`config.mk`:
```
export PLATFORM = sky130hd
export DESIGN_NAME = serial_flash_ctrl
export DESIGN_NICKNAME = d
export VERILOG_FILES = /design/src/rtl/sfc_pkg.sv /design/src/rtl/sfc_fifo.sv /design/src/rtl/sfc_datapath.sv /design/src/rtl/sfc_control.sv /design/src/rtl/serial_flash_ctrl.sv
export SDC_FILE = /design/constraint.sdc
export NUM_CORES = 1
export LEC_CHECK = 0
export BUFFER_PORTS_ARGS = -buffer_cell sky130_fd_sc_hd__clkbuf_2
export CORE_UTILIZATION = 32
export DETAILED_ROUTE_END_ITERATION = 7
export PLACE_DENSITY_LB_ADDON = 0.2
export SLEW_MARGIN = 20
export SYNTH_ARGS = -nofsm -noshare
export SYNTH_HDL_FRONTEND = slang
export SYNTH_HIERARCHICAL = 1
export SYNTH_SLANG_ARGS = --single-unit
export TNS_END_PERCENT = 100
```
`constraint.sdc`:
```
create_clock -name clk -period 3.1 [get_ports clk]
set_input_delay 0.465 -clock clk [delete_from_list [all_inputs] [get_ports clk]]
set_output_delay 0.465 -clock clk [all_outputs]
set_load 0.01 [all_outputs]
```
`src/rtl/sfc_pkg.sv`:
```
package sfc_pkg;
  // register offsets
  localparam logic [5:0] OFS_CTRL  = 6'h00;
  localparam logic [5:0] OFS_CONF  = 6'h04;
  localparam logic [5:0] OFS_DOUT  = 6'h08;
  localparam logic [5:0] OFS_DIN   = 6'h0C;
  localparam logic [5:0] OFS_INSTR = 6'h10;
  localparam logic [5:0] OFS_ADDR  = 6'h14;
  localparam logic [5:0] OFS_RMODE = 6'h18;
  localparam logic [5:0] OFS_HDR   = 6'h1C;
  localparam logic [5:0] OFS_DCNT  = 6'h20;

  // control register bits
  localparam int CTL_CS     = 0;
  localparam int CTL_RDY    = 1;
  localparam int CTL_REMPTY = 4;
  localparam int CTL_WEMPTY = 6;
  localparam int CTL_WFULL  = 7;

  // config register bits
  localparam int CFG_FLUSH = 9;
  localparam int CFG_LANE  = 10;
  localparam int CFG_DIR   = 13;
  localparam int CFG_STOP  = 14;
  localparam int CFG_START = 15;

  typedef enum logic [1:0] {SRC_ZERO, SRC_INSTR, SRC_ADDR, SRC_WFIFO} byteSrc_e;

  // strobes from sequencer to datapath
  typedef struct packed {
    logic     shiftGo;
    byteSrc_e src;
    logic [3:0] hdrIdx;
    logic     popWr;
    logic     pushRd;
    logic     xferEnd;
  } seqStrobe_t;
endpackage

```
`src/rtl/sfc_fifo.sv`:
```
module sfc_fifo #(
  parameter int WIDTH = 8,
  parameter int DEPTH = 8
) (
  input  logic             clk,
  input  logic             rstN,
  input  logic             clr,
  input  logic             push,
  input  logic [WIDTH-1:0] pushData,
  input  logic             pop,
  output logic [WIDTH-1:0] popData,
  output logic             empty,
  output logic             full
);
  localparam int AW = (DEPTH > 1) ? $clog2(DEPTH) : 1;
  localparam int CW = $clog2(DEPTH + 1);

  logic [WIDTH-1:0] mem [DEPTH];
  logic [AW-1:0] wPtr, rPtr;
  logic [CW-1:0] count;
  logic pushOk, popOk;

  assign empty   = (count == '0);
  assign full    = (count == CW'(DEPTH));
  assign pushOk  = push && !full;
  assign popOk   = pop && !empty;
  assign popData = mem[rPtr];

  function automatic logic [AW-1:0] bump(input logic [AW-1:0] p);
    return (p == AW'(DEPTH - 1)) ? '0 : p + 1'b1;
  endfunction

  always_ff @(posedge clk) begin
    if (pushOk && !clr) mem[wPtr] <= pushData;
  end

  always_ff @(posedge clk or negedge rstN) begin
    if (!rstN) begin
      wPtr <= '0; rPtr <= '0; count <= '0;
    end else if (clr) begin
      wPtr <= '0; rPtr <= '0; count <= '0;
    end else begin
      if (pushOk) wPtr <= bump(wPtr);
      if (popOk)  rPtr <= bump(rPtr);
      count <= count + CW'(pushOk) - CW'(popOk);
    end
  end

  // a push into a full FIFO leaves the level untouched
  a_r5_full_push_dropped: assert property (@(posedge clk) disable iff (!rstN)
    (push && full && !pop && !clr) |=> (count == $past(count)));
endmodule

```
`src/rtl/sfc_datapath.sv`:
```
module sfc_datapath
  import sfc_pkg::*;
#(
  parameter int CLK_HALF   = 2,
  parameter int CS_SETTLE  = 4,
  parameter int FIFO_DEPTH = 8,
  parameter int DCNT_W     = 16
) (
  input  logic              clk,
  input  logic              rstN,
  input  logic [5:0]        regAddr,
  input  logic              regWr,
  input  logic              regRd,
  input  logic [31:0]       regWdata,
  output logic [31:0]       regRdata,
  input  seqStrobe_t        strobe,
  output logic              startReq,
  output logic              stopReq,
  output logic              dirWrite,
  output logic [3:0]        instrCnt,
  output logic [3:0]        addrCnt,
  output logic [DCNT_W-1:0] dataCnt,
  output logic              shiftBusy,
  output logic              shiftDone,
  output logic              wEmpty,
  output logic              rFull,
  output logic              spiSclk,
  output logic              spiCsN,
  output logic              spiMosi,
  input  logic              spiMiso
);
  localparam int DIV_W = (CLK_HALF > 1) ? $clog2(CLK_HALF) : 1;
  localparam int SET_W = $clog2(CS_SETTLE + 1);

  logic csEn, flushBit, dirBit, stopBit, startBit;
  logic [2:0] laneSel;
  logic [SET_W-1:0] settleCnt;
  logic xferReady;
  logic [31:0] instrReg, addrReg;
  logic [7:0] rmodeReg, hdrReg;
  logic [DCNT_W-1:0] dcntReg;
  logic wFull, rEmpty;
  logic [7:0] wHead, rHead, txByte;
  logic [7:0] txSh, rxSh;
  logic [2:0] bitCnt;
  logic [DIV_W-1:0] divCnt;
  logic sclkR;
  logic hitConf, hitCtrl, popIn;

  assign hitConf   = regWr && (regAddr == OFS_CONF);
  assign hitCtrl   = regWr && (regAddr == OFS_CTRL);
  assign popIn     = regRd && (regAddr == OFS_DIN);
  assign xferReady = (settleCnt == '0);
  assign startReq  = startBit;
  assign stopReq   = stopBit;
  assign dirWrite  = dirBit;
  assign instrCnt  = hdrReg[3:0];
  assign addrCnt   = hdrReg[7:4];
  assign dataCnt   = dcntReg;
  assign spiCsN    = ~csEn;
  assign spiSclk   = sclkR;
  assign spiMosi   = shiftBusy ? txSh[7] : 1'b0;

  // chip select and settle timer
  always_ff @(posedge clk or negedge rstN) begin
    if (!rstN) begin
      csEn <= 1'b0; settleCnt <= '0;
    end else if (hitCtrl && (regWdata[CTL_CS] != csEn)) begin
      csEn <= regWdata[CTL_CS];
      settleCnt <= SET_W'(CS_SETTLE);
    end else if (settleCnt != '0) begin
      settleCnt <= settleCnt - 1'b1;
    end
  end

  // config handshakes
  always_ff @(posedge clk or negedge rstN) begin
    if (!rstN) begin
      flushBit <= 1'b0; dirBit <= 1'b0; stopBit <= 1'b0;
      startBit <= 1'b0; laneSel <= '0;
    end else begin
      if (flushBit) flushBit <= 1'b0;
      if (strobe.xferEnd) begin
        startBit <= 1'b0; stopBit <= 1'b0;
      end
      if (hitConf) begin
        if (regWdata[CFG_FLUSH]) flushBit <= 1'b1;
        if (!startBit) begin
          laneSel <= regWdata[CFG_LANE +: 3];
          dirBit  <= regWdata[CFG_DIR];
          if (regWdata[CFG_START]) startBit <= 1'b1;
        end
        if (regWdata[CFG_STOP] &&
            ((startBit && !strobe.xferEnd) || (!startBit && regWdata[CFG_START])))
          stopBit <= 1'b1;
      end
    end
  end

  // plain storage registers
  always_ff @(posedge clk or negedge rstN) begin
    if (!rstN) begin
      instrReg <= '0; addrReg <= '0; rmodeReg <= '0; hdrReg <= '0; dcntReg <= '0;
    end else if (regWr) begin
      case (regAddr)
        OFS_INSTR: instrReg <= regWdata;
        OFS_ADDR:  addrReg  <= regWdata;
        OFS_RMODE: rmodeReg <= regWdata[7:0];
        OFS_HDR:   hdrReg   <= regWdata[7:0];
        OFS_DCNT:  dcntReg  <= regWdata[DCNT_W-1:0];
        default: ;
      endcase
    end
  end

  sfc_fifo #(.WIDTH(8), .DEPTH(FIFO_DEPTH)) uWrFifo (
    .clk(clk), .rstN(rstN), .clr(flushBit),
    .push(regWr && (regAddr == OFS_DOUT)), .pushData(regWdata[7:0]),
    .pop(strobe.popWr), .popData(wHead), .empty(wEmpty), .full(wFull));

  sfc_fifo #(.WIDTH(8), .DEPTH(FIFO_DEPTH)) uRdFifo (
    .clk(clk), .rstN(rstN), .clr(flushBit),
    .push(strobe.pushRd), .pushData(rxSh),
    .pop(popIn), .popData(rHead), .empty(rEmpty), .full(rFull));

  function automatic logic [7:0] pickByte(input logic [31:0] w, input logic [3:0] idx);
    return (idx[3:2] != 2'b00) ? 8'h00 : w[8*idx[1:0] +: 8];
  endfunction

  always_comb begin
    case (strobe.src)
      SRC_INSTR: txByte = pickByte(instrReg, strobe.hdrIdx);
      SRC_ADDR:  txByte = pickByte(addrReg, strobe.hdrIdx);
      SRC_WFIFO: txByte = wHead;
      default:   txByte = 8'h00;
    endcase
  end

  // mode-0 byte shifter
  always_ff @(posedge clk or negedge rstN) begin
    if (!rstN) begin
      txSh <= '0; rxSh <= '0; bitCnt <= '0; divCnt <= '0;
      sclkR <= 1'b0; shiftBusy <= 1'b0; shiftDone <= 1'b0;
    end else begin
      shiftDone <= 1'b0;
      if (!shiftBusy) begin
        if (strobe.shiftGo) begin
          txSh <= txByte; bitCnt <= '0; divCnt <= '0;
          sclkR <= 1'b0; shiftBusy <= 1'b1;
        end
      end else if (divCnt == DIV_W'(CLK_HALF - 1)) begin
        divCnt <= '0;
        if (!sclkR) begin
          sclkR <= 1'b1;
          rxSh  <= {rxSh[6:0], spiMiso};
        end else begin
          sclkR <= 1'b0;
          if (bitCnt == 3'd7) begin
            shiftBusy <= 1'b0; shiftDone <= 1'b1;
          end else begin
            bitCnt <= bitCnt + 1'b1;
            txSh   <= {txSh[6:0], 1'b0};
          end
        end
      end else begin
        divCnt <= divCnt + 1'b1;
      end
    end
  end

  always_comb begin
    regRdata = '0;
    case (regAddr)
      OFS_CTRL: begin
        regRdata[CTL_CS]     = csEn;
        regRdata[CTL_RDY]    = xferReady;
        regRdata[CTL_REMPTY] = rEmpty;
        regRdata[CTL_WEMPTY] = wEmpty;
        regRdata[CTL_WFULL]  = wFull;
      end
      OFS_CONF: begin
        regRdata[CFG_FLUSH]      = flushBit;
        regRdata[CFG_LANE +: 3]  = laneSel;
        regRdata[CFG_DIR]        = dirBit;
        regRdata[CFG_STOP]       = stopBit;
        regRdata[CFG_START]      = startBit;
      end
      OFS_DIN:   regRdata[7:0] = rHead;
      OFS_INSTR: regRdata = instrReg;
      OFS_ADDR:  regRdata = addrReg;
      OFS_RMODE: regRdata[7:0] = rmodeReg;
      OFS_HDR:   regRdata[7:0] = hdrReg;
      OFS_DCNT:  regRdata[DCNT_W-1:0] = dcntReg;
      default: ;
    endcase
  end

  // a chip-select change always drops ready
  a_r2_cs_change_unready: assert property (@(posedge clk) disable iff (!rstN)
    !$stable(spiCsN) |-> !xferReady);
  // serial clock moves only while a byte is in flight
  a_r3_sclk_only_busy: assert property (@(posedge clk) disable iff (!rstN)
    !$stable(spiSclk) |-> $past(shiftBusy));
  // the sequencer never loads the shifter mid-byte
  a_r3_no_load_midbyte: assert property (@(posedge clk) disable iff (!rstN)
    strobe.shiftGo |-> !shiftBusy);
  // read FIFO is never pushed while full
  a_r8_rfifo_no_overflow: assert property (@(posedge clk) disable iff (!rstN)
    strobe.pushRd |-> !rFull);
  // start only falls after a stop request
  a_r9_start_needs_stop: assert property (@(posedge clk) disable iff (!rstN)
    $fell(startBit) |-> $past(stopBit));
  // flush leaves both FIFOs empty
  a_r10_flush_empties: assert property (@(posedge clk) disable iff (!rstN)
    flushBit |=> (wEmpty && rEmpty));
endmodule

```
`src/rtl/sfc_control.sv`:
```
module sfc_control
  import sfc_pkg::*;
#(
  parameter int DCNT_W = 16
) (
  input  logic              clk,
  input  logic              rstN,
  input  logic              startReq,
  input  logic              stopReq,
  input  logic              dirWrite,
  input  logic [3:0]        instrCnt,
  input  logic [3:0]        addrCnt,
  input  logic [DCNT_W-1:0] dataCnt,
  input  logic              shiftBusy,
  input  logic              shiftDone,
  input  logic              wEmpty,
  input  logic              rFull,
  output seqStrobe_t        strobe
);
  typedef enum logic [2:0] {S_IDLE, S_INSTR, S_ADDR, S_DATA, S_HOLD, S_END} seqState_e;

  seqState_e state;
  logic [3:0] remain;
  logic [DCNT_W-1:0] left;
  logic endless;
  logic engineFree;

  assign engineFree = !shiftBusy && !shiftDone;

  always_comb begin
    strobe = '0;
    strobe.pushRd = shiftDone && (state == S_DATA) && !dirWrite;
    case (state)
      S_INSTR: if (remain != 4'd0 && engineFree) begin
        strobe.shiftGo = 1'b1; strobe.src = SRC_INSTR; strobe.hdrIdx = remain - 4'd1;
      end
      S_ADDR: if (remain != 4'd0 && engineFree) begin
        strobe.shiftGo = 1'b1; strobe.src = SRC_ADDR; strobe.hdrIdx = remain - 4'd1;
      end
      S_DATA: if (engineFree) begin
        if (dirWrite) begin
          if (!wEmpty) begin
            strobe.shiftGo = 1'b1; strobe.src = SRC_WFIFO; strobe.popWr = 1'b1;
          end
        end else if (!stopReq && !rFull && (endless || left != '0)) begin
          strobe.shiftGo = 1'b1; strobe.src = SRC_ZERO;
        end
      end
      S_END: strobe.xferEnd = 1'b1;
      default: ;
    endcase
  end

  always_ff @(posedge clk or negedge rstN) begin
    if (!rstN) begin
      state <= S_IDLE; remain <= '0; left <= '0; endless <= 1'b0;
    end else begin
      case (state)
        S_IDLE: if (startReq) begin
          remain <= instrCnt; state <= S_INSTR;
        end
        S_INSTR: if (strobe.shiftGo) remain <= remain - 4'd1;
          else if (remain == 4'd0 && engineFree) begin
            remain <= addrCnt; state <= S_ADDR;
          end
        S_ADDR: if (strobe.shiftGo) remain <= remain - 4'd1;
          else if (remain == 4'd0 && engineFree) begin
            left <= dataCnt; endless <= (dataCnt == '0); state <= S_DATA;
          end
        S_DATA: if (strobe.shiftGo) begin
            if (!dirWrite && !endless) left <= left - 1'b1;
          end else if (engineFree && stopReq && (wEmpty || !dirWrite)) state <= S_END;
          else if (engineFree && !dirWrite && !endless && left == '0) state <= S_HOLD;
        S_HOLD: if (stopReq) state <= S_END;
        S_END:  state <= S_IDLE;
        default: state <= S_IDLE;
      endcase
    end
  end

  // a finished counted read keeps the shifter quiet
  a_r7_hold_is_quiet: assert property (@(posedge clk) disable iff (!rstN)
    (state == S_HOLD) |-> !shiftBusy);
  // a transfer only ends with the shifter idle
  a_r9_end_idle: assert property (@(posedge clk) disable iff (!rstN)
    strobe.xferEnd |-> (!shiftBusy && stopReq));
endmodule

```
`src/rtl/serial_flash_ctrl.sv`:
```
module serial_flash_ctrl
  import sfc_pkg::*;
#(
  parameter int CLK_HALF   = 2,
  parameter int CS_SETTLE  = 4,
  parameter int FIFO_DEPTH = 8,
  parameter int DCNT_W     = 16
) (
  input  logic        clk,
  input  logic        rstN,
  input  logic [5:0]  regAddr,
  input  logic        regWr,
  input  logic        regRd,
  input  logic [31:0] regWdata,
  output logic [31:0] regRdata,
  output logic        spiSclk,
  output logic        spiCsN,
  output logic        spiMosi,
  input  logic        spiMiso
);
  seqStrobe_t strobe;
  logic startReq, stopReq, dirWrite, shiftBusy, shiftDone, wEmpty, rFull;
  logic [3:0] instrCnt, addrCnt;
  logic [DCNT_W-1:0] dataCnt;

  sfc_datapath #(.CLK_HALF(CLK_HALF), .CS_SETTLE(CS_SETTLE),
                 .FIFO_DEPTH(FIFO_DEPTH), .DCNT_W(DCNT_W)) uData (
    .clk(clk), .rstN(rstN), .regAddr(regAddr), .regWr(regWr), .regRd(regRd),
    .regWdata(regWdata), .regRdata(regRdata), .strobe(strobe),
    .startReq(startReq), .stopReq(stopReq), .dirWrite(dirWrite),
    .instrCnt(instrCnt), .addrCnt(addrCnt), .dataCnt(dataCnt),
    .shiftBusy(shiftBusy), .shiftDone(shiftDone), .wEmpty(wEmpty), .rFull(rFull),
    .spiSclk(spiSclk), .spiCsN(spiCsN), .spiMosi(spiMosi), .spiMiso(spiMiso));

  sfc_control #(.DCNT_W(DCNT_W)) uCtrl (
    .clk(clk), .rstN(rstN), .startReq(startReq), .stopReq(stopReq),
    .dirWrite(dirWrite), .instrCnt(instrCnt), .addrCnt(addrCnt), .dataCnt(dataCnt),
    .shiftBusy(shiftBusy), .shiftDone(shiftDone), .wEmpty(wEmpty), .rFull(rFull),
    .strobe(strobe));
endmodule

```
-- Word level (Yosys, flattened, before mapping)
Memories as Yosys holds them, arrays and structs flattened.
Cells that the tools add are included.
- flip-flop bits (word level): 174
- bits in writable memories: 128
- output and inout port bits: 35
- input port bits: 43
- memories: 2
- word-level logic and storage cells: 263
- memory list (name ; depth ; bits a word ; rd ports ; clocked after memory_dff ; write ports ; RTL line ; RTL):
    uData.uRdFifo.mem ; 8 ; 8 ; 1 ; 0 ; 1 ; sfc_fifo.sv:18 ; logic [WIDTH-1:0] mem [DEPTH];
    uData.uWrFifo.mem ; 8 ; 8 ; 1 ; 0 ; 1 ; sfc_fifo.sv:18 ;
- shift-type cells: 2
- bitwise gates (word level): 4
- add/subtract/negate cells: 13
- mux-type cells: 99
- reduce and logical (&&, ||, !) cells: 75
- eq/ne operators: 39
- operators by type and width (operator ; number):
    3-bit two-way mux ; 32
    16-bit two-way mux ; 4
    16-bit case mux with 2 select lines ; 2
    32-bit by 6-bit indexed part select with 8-bit output ; 2
    8-bit two-way mux ; 7
    1-bit two-way mux ; 34
    16-bit zero test ; 2
    2-bit case mux with 7 select lines ; 2
    7-bit case mux with 4 select lines ; 1
    1-bit logical AND ; 27
    6-bit by 5-bit equality test with 1-bit output, second input constant ; 4
    4-bit two-way mux ; 6
    8-bit case mux with 3 select lines ; 1
    2-bit inequality test, second input constant ; 11
    3-bit equality test, second input constant ; 7
    16-bit nonzero test ; 1
    2-bit nonzero test ; 8
    16-bit by 1-bit subtractor with 16-bit output, second input constant ; 1
    3-bit by 1-bit adder with 3-bit output, second input constant ; 5
    3-bit case mux with 5 select lines ; 1
    7-bit two-way mux ; 2
    2-bit AND reduction ; 7
    6-bit by 4-bit equality test with 1-bit output, second input constant ; 2
    1-bit zero test ; 12
    34 further kinds ; 51

-- Logic depth before layout (Yosys ltp)
- word-level depth: 12
- mapped depth: 15
- gate-level depth less buffers: 14

-- By module
The synthesis kept the hierarchy.
- by module, submodules not included (module ; sequential area each (um2) ; cells each ; times used ; area an instance (um2)):
    sfc_datapath ; 3253.1 ; 480 ; 1 ; 6540.0
    sfc_fifo (uData.uWrFifo) ; 2172.1 ; 171 ; 1 ; 3179.3
    sfc_fifo (uData.uRdFifo) ; 2172.1 ; 173 ; 1 ; 3178.0
    sfc_control ; 600.6 ; 272 ; 1 ; 2137.0

-- Worst setup path after synthesis
Ideal clock, no wire load.
- path type: register to register
- start point: register uCtrl.state[1]
- end point: register uData.uRdFifo.count[2]
- library setup time: 131 ps
- clock period less this slack: 3025 ps
- stages on the path, launching flop included: 14
- required time: 2969 ps
- path slack: 75 ps
- buffers on the path: 3
- arrival time: 2893 ps
- cell sequence: dfrtp_1 -> clkbuf_1 -> nand3b_1 -> clkbuf_1 -> clkbuf_1 -> nor3b_1 -> and2_1 -> inv_1 -> ha_1 -> inv_1 -> ha_1 -> fa_1 -> xnor2_1 -> nor2_1
- RTL lines (what ; RTL line ; RTL):
    start, declared ; sfc_control.sv:22 ; seqState_e state;
    start signal, assigned ; sfc_control.sv:56 ; state <= S_IDLE; remain <= '0; left <= '0; endless <= 1'b0;
    start signal, assigned ; sfc_control.sv:60 ; remain <= instrCnt; state <= S_INSTR;
    start signal, assigned ; sfc_control.sv:64 ; remain <= addrCnt; state <= S_ADDR;
    end signal, assigned ; sfc_fifo.sv:45 ; count <= count + CW'(pushOk) - CW'(popOk);
    end, declared ; sfc_fifo.sv:20 ; logic [CW-1:0] count;

-- Worst setup path in the final report
- start point: register uData.uRdFifo.rPtr[1]
- end point: output port regRdata[5]
- word-level cells in the longest chain between the ends: 2
- ends and longest elaborated chain (what ; RTL line ; RTL):
    start, declared ; sfc_fifo.sv:19 ; logic [AW-1:0] wPtr, rPtr;
    start signal, assigned ; sfc_fifo.sv:44 ; if (popOk) rPtr <= bump(rPtr);
    memory read 8 x 8 bit ; - ;
    net uData.rHead[5] ; sfc_datapath.sv:43 ; logic [7:0] wHead, rHead, txByte;
    1-bit case mux with 6 select lines ; sfc_datapath.sv:173 ; case (regAddr)
    end, declared ; serial_flash_ctrl.sv:15 ; output logic [31:0] regRdata,
The timed path passes the listed nets, and every way through them passes these cells.

==> parameters.txt <==
Parameter                              Value

Synthesis
  Count of state elements after synthesis    302
  Post-Syn Area    15030 µm²
  Post-synthesis area per instance    13.72 µm²
  Synth warn    6
  Async set or reset register ratio after synthesis    57.62%
  Share of the synthesized area in the top cell type    28.96%
  Post-synth EDFFs    128
  Post-synthesis cell count    1096
  Seq/Total Area, Yosys    54.53%
  Number of distinct library cells after synthesis    83
  Net count of the mapped netlist    1168
  Dominant cell type by area after synthesis    sky130_fd_sc_hd__dfrtp_1
  Largest cells by area after synthesis    sky130_fd_sc_hd__dfrtp_1, sky130_fd_sc_hd__edfxtp_1, sky130_fd_sc_hd__mux4_1, sky130_fd_sc_hd__mux2_2, sky130_fd_sc_hd__mux2_1
  Prevailing post-synth register cell    sky130_fd_sc_hd__dfrtp_1

STA
  Post-route clock period utilization    97.29%
  Total of endpoints with negative setup slack in the final report    0
  Time the worst path needs with I/O delays and setup    3.016 ns
  Max frequency    331.6 MHz
  Post-Route Hold Slack    0.1431 ns
  Final Max Slew Viols    0
  Clock Skews    0.02907 ns
  Rel. slew slack    41.51%
  Final critical-path setup slack    0.08405 ns
  Setup repair after global routing missed its margin    false
  Final Hold Viols    0
  Slew @ Worst Pin    0.8763 ns

Clock network
  Number of CTS-inserted buffers    36
  Worst-path clk slew    0.06 ns
  CTS H-tree lvls    2
  TritonCTS clock tree    done
  Number of buffers inserted by post-CTS setup repair    0
  Max clock buf depth    3
  Worst-Skew Late Latency    0.55 ns
  Num Clock Sinks    302
  Clock root buffer master    sky130_fd_sc_hd__clkbuf_16

Run status
  Outcome    completed

Setup path
  Data arrival at the endpoint of the critical path    2.55 ns
  Maximum fanout along the worst path    12
  Worst Setup End Kind    primary output
  Endpoint required time on the critical path    2.63 ns
  Category of the critical setup timing path    reg2out
  Launching element type of the critical path    flip-flop

Drt
  Average vias per placed instance    5.367
  ANT nets after route    0
  Routed len/inst    22.78 µm
  Total wire length    42380 µm
  Initial drt markers    747
  Pre-Repair DR Iteration Count    5
  DRC violations left    0
  Total number of vias    9983

Run
  Max capacitance violation total    0

GRT
  Vias in the first global route    10099
  First-pass GRT wire length    64180 µm
  Aggregate global-route resource usage    18.03%
  Initial antenna violation count    1
  Maximum number of pins on one net before global-route repair    80
  GRT Residual Overflow    0

Floorplan
  # IOs    78
  Die Span Y    218.8 µm
  Number of standard-cell rows in the floorplan    79
  Die boundary width    218.8 µm
  Core Box Area    46460 µm²
  Die ar.    47850 µm²
  Starting density of the core    32.36%

Finish
  Area growth from synthesis to final layout    17.37%
  Post-layout nets    1298
  Post-Layout Inst Area    17650 µm²
  Final standard cell count with taps included and fillers excluded    1860
  Share of layout cells above drive strength 1    28.12%

Placement
  Placed cell areas    16440 µm²
  Number of instances in the placed design    1794
  DP Worst Slack    -0.08101 ns
  Total half-perimeter wirelength after legalization and detailed placement    30220 µm
  Final GP Congestion    0.8563
  Count of port buffers added during placement    77

Pwr
  Leakage power    0.007289 µW
  Final Total Pwr    12660 µW
  Largest voltage drop on the vdd net    397.6 µV
  Power density cells    717.6 nW/µm²

Min path
  Class of the most critical hold timing path    in2reg
-- report_power, final --
part           internal, µW  switching, µW  total [µW]  leakage (µW)
sequential             4830            702        5530       0.00341
combinational          1320           1550        2870       0.00330
clock                  2540           1720        4260      0.000576
-- cells by family after synthesis --
group	Yosys count	share of synthesized area [%]
compound gates	160	7.906
xor+xnor	7	0.4078
fa+ha+maj	29	2.513
buf+inv	100	3.412
flops	302	54.53
mux	192	19.76
simple gates	306	11.48
-- cells in the final DEF (no fill, tap or decap), types with 32 or more instances in the layout --
cell type / netlist / layout
sky130_fd_sc_hd__nor2_1: 53 / 52
sky130_fd_sc_hd__buf_4: 2 / 74
sky130_fd_sc_hd__inv_1: 35 / 35
sky130_fd_sc_hd__clkbuf_2: 0 / 76
sky130_fd_sc_hd__dfrtp_1: 174 / 173
sky130_fd_sc_hd__clkbuf_16: 0 / 36
sky130_fd_sc_hd__nand3_1: 34 / 34
sky130_fd_sc_hd__nand2_1: 77 / 77
sky130_fd_sc_hd__mux2_2: 60 / 60
sky130_fd_sc_hd__edfxtp_1: 128 / 128
sky130_fd_sc_hd__mux2_1: 42 / 42
sky130_fd_sc_hd__mux4_1: 32 / 32
-- area by class of cell --
class	instances	area (µm²)
diodes	1	2.502
clock buffers	46	958.4
clock inverters	18	220.2
fillers	4514	28810
inverters	37	138.9
multi-input cells	694	6347
flip-flops and latches	302	8199
well taps	607	759.5
repair buffers	155	1020
-- metal layers --
layer  track usage (%)  routed length (µm)  vias to the layer above
met3             3.271                2106                       61
met2             28.16               19600                      272
li1                  -                   -                     4518
met1             24.97               19510                     5132
met5                 0                   0                        -
met4             6.435                1165                        0
-- sequential cells by signal, indices dropped and copies added, names as in the netlist, 4 cells and up --
signal and cells:
uData/rmodeReg 8, uData/addrReg 32, uData/instrReg 32, uData/uWrFifo/count 4, uCtrl/left 16, uData/hdrReg 8
uCtrl/remain 4, uData/dataCnt 16, uData/uWrFifo/mem 64, uData/uRdFifo/count 4, uData/rxSh 8, uData/txSh 8
uData/uRdFifo/mem 64
-- synth_stat cells, drive strengths merged (7+ instances only) --
library cell,count
a21oi,23
a222oi,11
a22o,21
a22oi,15
a31oi,9
a32oi,7
and2,7
and3,12
buf,35
clkbuf,28
dfrtp,174
edfxtp,128
ha,27
inv,36
mux2,132
mux2i,8
mux4,52
nand2,79
nand2b,18
nand3,35
nand4,14
nor2,54
nor2b,9
nor3,26
nor4,13
nor4b,7
o21ai,26
or4,8
-- through the flow --
step,TNS (ns),util (%)
2_1_floorplan,0,-
3_3_place_gp,0,35.38
3_5_place_dp,-0.1159,35.38
4_1_cts,0,37.96
5_1_grt,0,37.98
6_report,0,37.98
-- critical path, stage by stage, from the launching register on --
cell                       delay, ns
sky130_fd_sc_hd__dfrtp_1        0.36
sky130_fd_sc_hd__buf_4          0.24
sky130_fd_sc_hd__mux4_1         0.60
sky130_fd_sc_hd__mux2_2         0.30
sky130_fd_sc_hd__a22oi_1        0.22
sky130_fd_sc_hd__nand2_1        0.13
sky130_fd_sc_hd__clkbuf_2       0.15
-- repair_timing --
| item | CTS | global route |
|---|---|---|
| hold endpoints to repair | 16 | 0 |
| hold buffers | 1 | 0 |
| resized for setup | 2 | 2 |
| setup endpoints to repair | 5 | 4 |
-- final timing paths --
kind | start | endpoint | slack, ns | cells after the start
min in group asynchronous | rstN | uCtrl/left[8] | 0.57 | 2
max | uData/uRdFifo/rPtr[1] | regRdata[5] | 0.08 | 6
min | regWdata[29] | uData/addrReg[29] | 0.14 | 2
min reg2reg | uData/rmodeReg[5] | uData/rmodeReg[5] | 0.48 | 1
max in group asynchronous | rstN | uData/dataCnt[3] | 1.68 | 3
max reg2reg | uData/uWrFifo/count[2] | uData/uWrFifo/count[2] | 0.15 | 14
Note: power is estimated with default switching activity, not from simulation.
